$ cat src/rtl/pci_tgt_pkg.sv
package pci_tgt_pkg;

  typedef enum logic [2:0] {ST_IDLE, ST_WR, ST_RD, ST_MRD, ST_STOP} tgt_st_e;
  typedef enum logic [1:0] {WIN_NONE, WIN_MEM, WIN_REG} win_e;

  localparam logic [3:0] CMD_MRD = 4'b0110;
  localparam logic [3:0] CMD_MWR = 4'b0111;
  localparam logic [3:0] CMD_MRM = 4'b1100;
  localparam logic [3:0] CMD_MRL = 4'b1110;
  localparam logic [3:0] CMD_MWI = 4'b1111;

  typedef struct packed {
    logic        vld;
    logic        done;
    logic [3:0]  cmd;
    logic [3:0]  be_n;
    logic [29:0] dw;
    logic [31:0] data;
  } dly_slot_t;

  function automatic logic is_rd_cmd(logic [3:0] c);
    return (c == CMD_MRD) || (c == CMD_MRM) || (c == CMD_MRL);
  endfunction

  function automatic logic is_wr_cmd(logic [3:0] c);
    return (c == CMD_MWR) || (c == CMD_MWI);
  endfunction

  // register writes need all four lanes; everything else also allows one half
  function automatic logic width_ok(win_e w, logic wr, logic [3:0] be_n);
    logic [3:0] en;
    logic full, half;
    en   = ~be_n;
    full = (en == 4'b1111);
    half = (en == 4'b0011) || (en == 4'b1100);
    if (w == WIN_REG && wr) return full;
    return full || half;
  endfunction

endpackage

$ cat src/rtl/pci_tgt_decode.sv
module pci_tgt_decode
  import pci_tgt_pkg::*;
#(
  parameter logic [31:0] MEM_BASE = 32'h1000_0000,
  parameter int          MEM_AW   = 12,
  parameter logic [31:0] REG_BASE = 32'h2000_0000,
  parameter int          REG_AW   = 8
) (
  input  logic [31:2] addr_i,
  input  logic [3:0]  cmd_i,
  output win_e        win_o,
  output logic        wr_o,
  output logic [29:0] dw_o
);

  localparam int MEM_TAG = 32 - MEM_AW;
  localparam int REG_TAG = 32 - REG_AW;

  logic mem_hit, reg_hit, cmd_ok;

  assign mem_hit = (addr_i[31:MEM_AW] == MEM_BASE[31:MEM_AW]);
  assign reg_hit = (addr_i[31:REG_AW] == REG_BASE[31:REG_AW]);
  assign cmd_ok  = is_rd_cmd(cmd_i) || is_wr_cmd(cmd_i);
  assign wr_o    = is_wr_cmd(cmd_i);
  assign dw_o    = addr_i;

  always_comb begin
    win_o = WIN_NONE;
    if (cmd_ok && MEM_TAG > 0 && mem_hit)      win_o = WIN_MEM;
    else if (cmd_ok && REG_TAG > 0 && reg_hit) win_o = WIN_REG;
  end

endmodule

$ cat src/rtl/pci_tgt_dly.sv
module pci_tgt_dly
  import pci_tgt_pkg::*;
#(
  parameter int N_SLOT = 2,
  parameter int AW     = 10
) (
  input  logic          clk_i,
  input  logic          rst_ni,
  input  logic          take_i,
  input  logic [3:0]    cmd_i,
  input  logic [3:0]    be_n_i,
  input  logic [29:0]   dw_i,
  output logic          ready_o,
  output logic [31:0]   data_o,
  output logic          req_o,
  output logic [AW-1:0] addr_o,
  input  logic          ack_i,
  input  logic [31:0]   rdata_i
);

  localparam int IW = (N_SLOT > 1) ? $clog2(N_SLOT) : 1;

  dly_slot_t          slot_q [N_SLOT];
  logic [N_SLOT-1:0]  match, vld_vec;
  logic               hit, any_free, pend_any;
  logic [IW-1:0]      new_idx, pend_idx, cur_q;
  logic               busy_q;

  always_comb begin
    hit      = 1'b0;
    ready_o  = 1'b0;
    data_o   = '0;
    any_free = 1'b0;
    new_idx  = '0;
    pend_any = 1'b0;
    pend_idx = '0;
    for (int i = 0; i < N_SLOT; i++) begin
      vld_vec[i] = slot_q[i].vld;
      match[i]   = slot_q[i].vld && slot_q[i].cmd == cmd_i &&
                   slot_q[i].be_n == be_n_i && slot_q[i].dw == dw_i;
      hit        = hit | match[i];
      if (match[i] && slot_q[i].done) begin
        ready_o = 1'b1;
        data_o  = data_o | slot_q[i].data;
      end
    end
    for (int i = N_SLOT - 1; i >= 0; i--) begin
      if (!slot_q[i].vld) begin
        any_free = 1'b1;
        new_idx  = IW'(i);
      end
      if (slot_q[i].vld && !slot_q[i].done) begin
        pend_any = 1'b1;
        pend_idx = IW'(i);
      end
    end
  end

  always_ff @(posedge clk_i or negedge rst_ni) begin
    if (!rst_ni) begin
      for (int i = 0; i < N_SLOT; i++) slot_q[i] <= '0;
      busy_q <= 1'b0;
      cur_q  <= '0;
    end else begin
      for (int i = 0; i < N_SLOT; i++) begin
        if (take_i && match[i] && slot_q[i].done) slot_q[i].vld <= 1'b0;
        if (take_i && !hit && any_free && new_idx == IW'(i))
          slot_q[i] <= '{vld: 1'b1, done: 1'b0, cmd: cmd_i, be_n: be_n_i, dw: dw_i, data: '0};
        if (busy_q && ack_i && cur_q == IW'(i)) begin
          slot_q[i].data <= rdata_i;
          slot_q[i].done <= 1'b1;
        end
      end
      if (busy_q && ack_i) busy_q <= 1'b0;
      else if (!busy_q && pend_any) begin
        busy_q <= 1'b1;
        cur_q  <= pend_idx;
      end
    end
  end

  assign req_o  = busy_q;
  assign addr_o = slot_q[cur_q].dw[AW-1:0];

  AST_REQ_HOLD: assert property (@(posedge clk_i) disable iff (!rst_ni)
    req_o && !ack_i |=> req_o && $stable(addr_o));
  AST_FULL_NO_LATCH: assert property (@(posedge clk_i) disable iff (!rst_ni)
    take_i && !hit && (&vld_vec) |=> $stable(vld_vec));
  AST_DELIVER_FREES: assert property (@(posedge clk_i) disable iff (!rst_ni)
    take_i && ready_o |=> $countones(vld_vec) == $countones($past(vld_vec)) - 1);

endmodule

$ cat src/rtl/pci_tgt_top.sv
module pci_tgt_top
  import pci_tgt_pkg::*;
#(
  parameter logic [31:0] MEM_BASE = 32'h1000_0000,
  parameter int          MEM_AW   = 12,
  parameter logic [31:0] REG_BASE = 32'h2000_0000,
  parameter int          REG_AW   = 8,
  parameter int          N_SLOT   = 2
) (
  input  logic              clk_i,
  input  logic              rst_ni,
  input  logic              frame_ni,
  input  logic              irdy_ni,
  input  logic [31:0]       ad_i,
  input  logic [3:0]        cbe_ni,
  output logic [31:0]       ad_o,
  output logic              ad_oe_o,
  output logic              devsel_no,
  output logic              trdy_no,
  output logic              stop_no,
  output logic              mem_wr_o,
  output logic [MEM_AW-3:0] mem_wr_addr_o,
  output logic [31:0]       mem_wr_data_o,
  output logic [3:0]        mem_wr_be_o,
  output logic              mem_rd_req_o,
  output logic [MEM_AW-3:0] mem_rd_addr_o,
  input  logic              mem_rd_ack_i,
  input  logic [31:0]       mem_rd_data_i,
  output logic              reg_wr_o,
  output logic [REG_AW-3:0] reg_addr_o,
  output logic [31:0]       reg_wr_data_o,
  input  logic [31:0]       reg_rd_data_i
);

  localparam int MEM_DW = MEM_AW - 2;
  localparam int REG_DW = REG_AW - 2;

  tgt_st_e     st_q;
  win_e        win_q, dec_win;
  logic [3:0]  cmd_q;
  logic [29:0] dw_q, dec_dw;
  logic        frame_q, dec_wr;
  logic        start, phase, legal, take, dly_ready;
  logic [31:0] dly_data;

  pci_tgt_decode #(
    .MEM_BASE(MEM_BASE), .MEM_AW(MEM_AW), .REG_BASE(REG_BASE), .REG_AW(REG_AW)
  ) u_dec (
    .addr_i (ad_i[31:2]),
    .cmd_i  (cbe_ni),
    .win_o  (dec_win),
    .wr_o   (dec_wr),
    .dw_o   (dec_dw)
  );

  assign start = frame_q && !frame_ni;
  assign phase = !irdy_ni;
  assign legal = width_ok(win_q, is_wr_cmd(cmd_q), cbe_ni);
  assign take  = (st_q == ST_MRD) && phase && legal;

  pci_tgt_dly #(.N_SLOT(N_SLOT), .AW(MEM_DW)) u_dly (
    .clk_i   (clk_i),
    .rst_ni  (rst_ni),
    .take_i  (take),
    .cmd_i   (cmd_q),
    .be_n_i  (cbe_ni),
    .dw_i    (dw_q),
    .ready_o (dly_ready),
    .data_o  (dly_data),
    .req_o   (mem_rd_req_o),
    .addr_o  (mem_rd_addr_o),
    .ack_i   (mem_rd_ack_i),
    .rdata_i (mem_rd_data_i)
  );

  always_ff @(posedge clk_i or negedge rst_ni) begin
    if (!rst_ni) begin
      st_q    <= ST_IDLE;
      win_q   <= WIN_NONE;
      cmd_q   <= '0;
      dw_q    <= '0;
      frame_q <= 1'b1;
    end else begin
      frame_q <= frame_ni;
      unique case (st_q)
        ST_IDLE: if (start && dec_win != WIN_NONE) begin
          win_q <= dec_win;
          cmd_q <= cbe_ni;
          dw_q  <= dec_dw;
          if (dec_wr)                 st_q <= ST_WR;
          else if (dec_win == WIN_MEM) st_q <= ST_MRD;
          else                        st_q <= ST_RD;
        end
        ST_WR, ST_RD: if (phase) begin
          dw_q <= dw_q + 30'd1;
          if (frame_ni) st_q <= ST_IDLE;
        end
        ST_MRD:  if (phase) st_q <= frame_ni ? ST_IDLE : ST_STOP;
        ST_STOP: if (phase && frame_ni) st_q <= ST_IDLE;
        default: st_q <= ST_IDLE;
      endcase
    end
  end

  // bus-side outputs follow state and the live enables so data phases take no wait state
  always_comb begin
    devsel_no = (st_q == ST_IDLE);
    trdy_no   = 1'b1;
    stop_no   = 1'b1;
    ad_oe_o   = 1'b0;
    ad_o      = '0;
    unique case (st_q)
      ST_WR: trdy_no = 1'b0;
      ST_RD: begin
        trdy_no = 1'b0;
        ad_oe_o = 1'b1;
        ad_o    = legal ? reg_rd_data_i : '0;
      end
      ST_MRD: begin
        stop_no = 1'b0;
        ad_oe_o = 1'b1;
        trdy_no = legal && !dly_ready;
        ad_o    = legal ? dly_data : '0;
      end
      ST_STOP: stop_no = 1'b0;
      default: ;
    endcase
  end

  assign mem_wr_o      = (st_q == ST_WR) && (win_q == WIN_MEM) && phase && legal;
  assign reg_wr_o      = (st_q == ST_WR) && (win_q == WIN_REG) && phase && legal;
  assign mem_wr_addr_o = dw_q[MEM_DW-1:0];
  assign mem_wr_data_o = ad_i;
  assign mem_wr_be_o   = ~cbe_ni;
  assign reg_addr_o    = dw_q[REG_DW-1:0];
  assign reg_wr_data_o = ad_i;

  AST_NO_TGT_ABORT: assert property (@(posedge clk_i) disable iff (!rst_ni)
    !stop_no |-> !devsel_no);
  AST_TRDY_CLAIMED: assert property (@(posedge clk_i) disable iff (!rst_ni)
    !trdy_no |-> !devsel_no);
  AST_REG_WR_FULL: assert property (@(posedge clk_i) disable iff (!rst_ni)
    reg_wr_o |-> cbe_ni == 4'b0000);
  AST_MEM_WR_WIDTH: assert property (@(posedge clk_i) disable iff (!rst_ni)
    mem_wr_o |-> (cbe_ni == 4'b0000 || cbe_ni == 4'b1100 || cbe_ni == 4'b0011));
  AST_DISC_DRIVES: assert property (@(posedge clk_i) disable iff (!rst_ni)
    !trdy_no && !stop_no |-> ad_oe_o);

endmodule

$ cat config.mk
export PLATFORM = sky130hd
export DESIGN_NAME = pci_tgt_top
export DESIGN_NICKNAME = d
export VERILOG_FILES = /design/src/rtl/pci_tgt_pkg.sv /design/src/rtl/pci_tgt_decode.sv /design/src/rtl/pci_tgt_dly.sv /design/src/rtl/pci_tgt_top.sv
export SDC_FILE = /design/constraint.sdc
export NUM_CORES = 1
export LEC_CHECK = 0
export BUFFER_PORTS_ARGS = -buffer_cell sky130_fd_sc_hd__buf_2
export CORE_ASPECT_RATIO = 1.5
export CORE_MARGIN = 5
export CORE_UTILIZATION = 45
export DETAILED_ROUTE_END_ITERATION = 10
export MAX_ROUTING_LAYER = met4
export PLACE_DENSITY = 0.67
export SLEW_MARGIN = 10
export SYNTH_ARGS = -nofsm -noshare
export SYNTH_HDL_FRONTEND = slang
export SYNTH_SLANG_ARGS = --single-unit
$ cat constraint.sdc
create_clock -name clk_i -period 3.3 [get_ports clk_i]
set_input_delay 0.165 -clock clk_i [delete_from_list [all_inputs] [get_ports clk_i]]
set_output_delay 0.165 -clock clk_i [all_outputs]
set_load 0.01 [all_outputs]
==> metrics.cfg <==
[outcome]
status = complete, no violations

[synthesis]
synth_top_cell_by_area = sky130_fd_sc_hd__dfrtp_1
synth-edff-count = 0
leading_cell_types_by_count_after_synthesis = sky130_fd_sc_hd__nand2_1, sky130_fd_sc_hd__dfrtp_1, sky130_fd_sc_hd__mux2_2
yosys.area.top_type_share = 0.451
yosys_warnings = 0
gate_count_of_the_mapped_netlist = 1100
synth.avg_cell_area_um2 = 9.33
synth.yosys.seq_area_share = 0.454
combined_area_of_all_synthesized_cells_um2 = 10300
syn_nets = 1206
yosysMostFrequentCell = sky130_fd_sc_hd__nand2_1
synth_top_cells_by_area = sky130_fd_sc_hd__dfrtp_1, sky130_fd_sc_hd__mux2_2, sky130_fd_sc_hd__nand2_1, sky130_fd_sc_hd__buf_4, sky130_fd_sc_hd__o21ai_0
postSynthRegisterBits = 186
synth.lib_cells_used.distinct = 58
asyncSetResetFlopFracSynth = 1.00
ys.flop_type = sky130_fd_sc_hd__dfrtp_1

[layout]
area_growth_pct = 19.0
num-fill-cells = 1989
antenna_cells = 0
nNetsFinal = 1383
post_route_cells_drive_above_1_share = 0.333

[floorplanning]
fp.dieW_um = 133
area_enclosed_by_the_die_boundary_um2 = 26000
initial_core_util = 0.459
io-pin-count = 238
placement_rows = 67
die_height_um = 195
core_region_area_um2 = 22400

[timing]
tightest_slew_ps = 951
report.final.hold_viol_count = 0
maxSlewViolCount = 0
slew-limit-headroom = 0.363
tns_ps = 0
fin_skew_ps = 14.6
setup_viol = 0
layout_min_cycle_time_ps = 3130
fraction_of_the_cycle_the_final_worst_path_needs = 0.950
rsz0062_at_grt = false
fmaxAchievable_mhz = 319

[grt]
first_global_vias = 8358
grt_pass1_wl_mm = 45.6
grt_use_total = 0.225
gr-total-overflow = 0
antenna_found_initial = 0
pin_count_of_the_biggest_net_entering_global_routing = 87

[placed_design]
dp.final_hpwl_mm = 20.7
io_port_bufs = 231
gp_routability_congestion = 0.849

[drt]
routedWlPerCell_um = 18.5
totalWireLength_mm = 28.9
drtPass1Iterations = 7
route.detailed.drc = 0
ant_nets = 0
viasPerCell = 5.34
detailroute.via_count = 8364
number_of_drc_markers_in_iteration_0 = 530

[setup_path]
cp_max_fo = 52
crit_end_category = flip-flop
worst-endpoint-required_ps = 3620
crit_path_class = flip-flop to flip-flop
timing.critical_path.from_type = flip-flop
worstPathArrival_ps = 3450

[run]
max_cap_violations = 0

[worst_hold_path]
worst_hold_path_type = input pin to flip-flop

[pwr]
overall_power_mw = 4.80
vdd_ir_drop_max_uv = 340
power-per-cell-area_nw_per_um2 = 393
power_leakage_nw = 6.18

[clocking]
clk_pin_slew_worst_paths_ps = 70
clock_path_buffers = 2
worstSkewPairLatency_ps = 440
cts.sinks = 186
ctsHtreeMaxLevel = 4
cts_root_buffer = sky130_fd_sc_hd__clkbuf_16
clock_tree_from_tritoncts = yes
numCtsBuffers = 17

## per-layer routing
layer,track usage,vias to the layer above,routed length (µm)
met5,-,-,0
met3,0.0363,57,1320
met2,0.391,264,15000
met1,0.260,4028,11600
met4,0.0923,0,1010
li1,-,4015,-
## sequential cells by signal, summed over array words and instances (netlist names)
register      cells
u_dly.slot_q    144
dw_q             30
cmd_q             4
st_q              3
win_q             2
frame_q           1
u_dly.cur_q       1
u_dly.req_o       1
## where the power goes
| group | leakage [nW] | switching [mW] | internal [mW] | total, mW |
|---|---|---|---|---|
| clock | 0.268 | 0.977 | 0.992 | 1.97 |
| combinational | 3.38 | 0.222 | 0.162 | 0.383 |
| sequential | 2.52 | 0.0604 | 2.38 | 2.44 |
## cells in the final DEF, fill, tap and decap left out, types with 11 or more instances in the layout
cell,Yosys,final
sky130_fd_sc_hd__a21oi_1,41,40
sky130_fd_sc_hd__a22oi_1,33,33
sky130_fd_sc_hd__buf_2,24,230
sky130_fd_sc_hd__buf_4,80,52
sky130_fd_sc_hd__clkbuf_16,0,17
sky130_fd_sc_hd__dfrtp_1,185,184
sky130_fd_sc_hd__dlygate4sd3_1,0,35
sky130_fd_sc_hd__inv_1,12,12
sky130_fd_sc_hd__mux2_2,90,90
sky130_fd_sc_hd__nand2_1,233,233
sky130_fd_sc_hd__nand3_1,16,16
sky130_fd_sc_hd__nand4_1,15,15
sky130_fd_sc_hd__nor2_1,38,35
sky130_fd_sc_hd__nor3_1,11,11
sky130_fd_sc_hd__nor4_1,18,14
sky130_fd_sc_hd__o21ai_0,80,80
sky130_fd_sc_hd__xnor2_1,38,38
sky130_fd_sc_hd__xor2_1,39,39
## worst max-delay path, stage by stage (launching register included)
cell                      delay [ps]
sky130_fd_sc_hd__dfrtp_1         440
sky130_fd_sc_hd__buf_4           170
sky130_fd_sc_hd__xor2_1          230
sky130_fd_sc_hd__nor4_2           80
sky130_fd_sc_hd__nand4_1         140
sky130_fd_sc_hd__buf_4           130
sky130_fd_sc_hd__o31ai_2          80
sky130_fd_sc_hd__nor3_2          260
sky130_fd_sc_hd__nor3b_4         740
sky130_fd_sc_hd__buf_12          340
sky130_fd_sc_hd__mux2_2          370
## logic make-up (layout without fill, tap and decap cells)
group / Yosys count / after routing / synth area share
adder cells (fa/ha/maj): 1 / 1 / 0.00122
buffers and inverters: 176 / 365 / 0.0995
multiplexers: 93 / 93 / 0.102
AND/OR/NAND/NOR: 367 / 368 / 0.162
AO/OA/AOI/OAI: 200 / 200 / 0.117
XOR/XNOR: 77 / 77 / 0.0657
flip-flops: 186 / 186 / 0.454
## worst paths after layout
kind | cells past startpoint | start | to | slack (ps)
min in group asynchronous | 2 | rst_ni | u_dly.slot_q[108] | 370
max | 10 | dw_q[21] | u_dly.slot_q[35] | 170
min | 3 | irdy_ni | st_q[0] | 20
min reg2reg | 1 | u_dly.slot_q[62] | u_dly.slot_q[62] | 520
max reg2reg | 10 | dw_q[21] | u_dly.slot_q[35] | 170
max in group asynchronous | 3 | rst_ni | frame_q | 1950
## through the flow
step           cell area [µm²]  hold slack, ps   util  worst slack (ps)  cells
2_1_floorplan            10300            -131      -               887   1100
4_1_cts                  12200            15.2  0.544              21.6   1564
5_1_grt                  12200            29.1  0.546              5.72   1566
6_report                 12200            22.0  0.546               165   1566
3_5_place_dp             11300             292  0.503              51.9   1497
3_3_place_gp             11300             297  0.503               117   1497
## cell type report
cell class	instances	area, µm²	share of cell area
clock buffer	17	425	0.0348
timing repair buffer	321	1960	0.161
sequential	186	4660	0.381
tap	276	345	0.0283
multi-input combinational	739	4640	0.380
inverter	12	45.0	0.00369
clock inverter	15	133	0.0109
## timing repair
item	CTS	global route
setup endpoints to repair	0	52
hold buffers	35	0
hold endpoints to repair	150	0
gates resized for setup	0	4
buffers inserted	0	1
No activity file was read; power rests on OpenSTA's default activity.
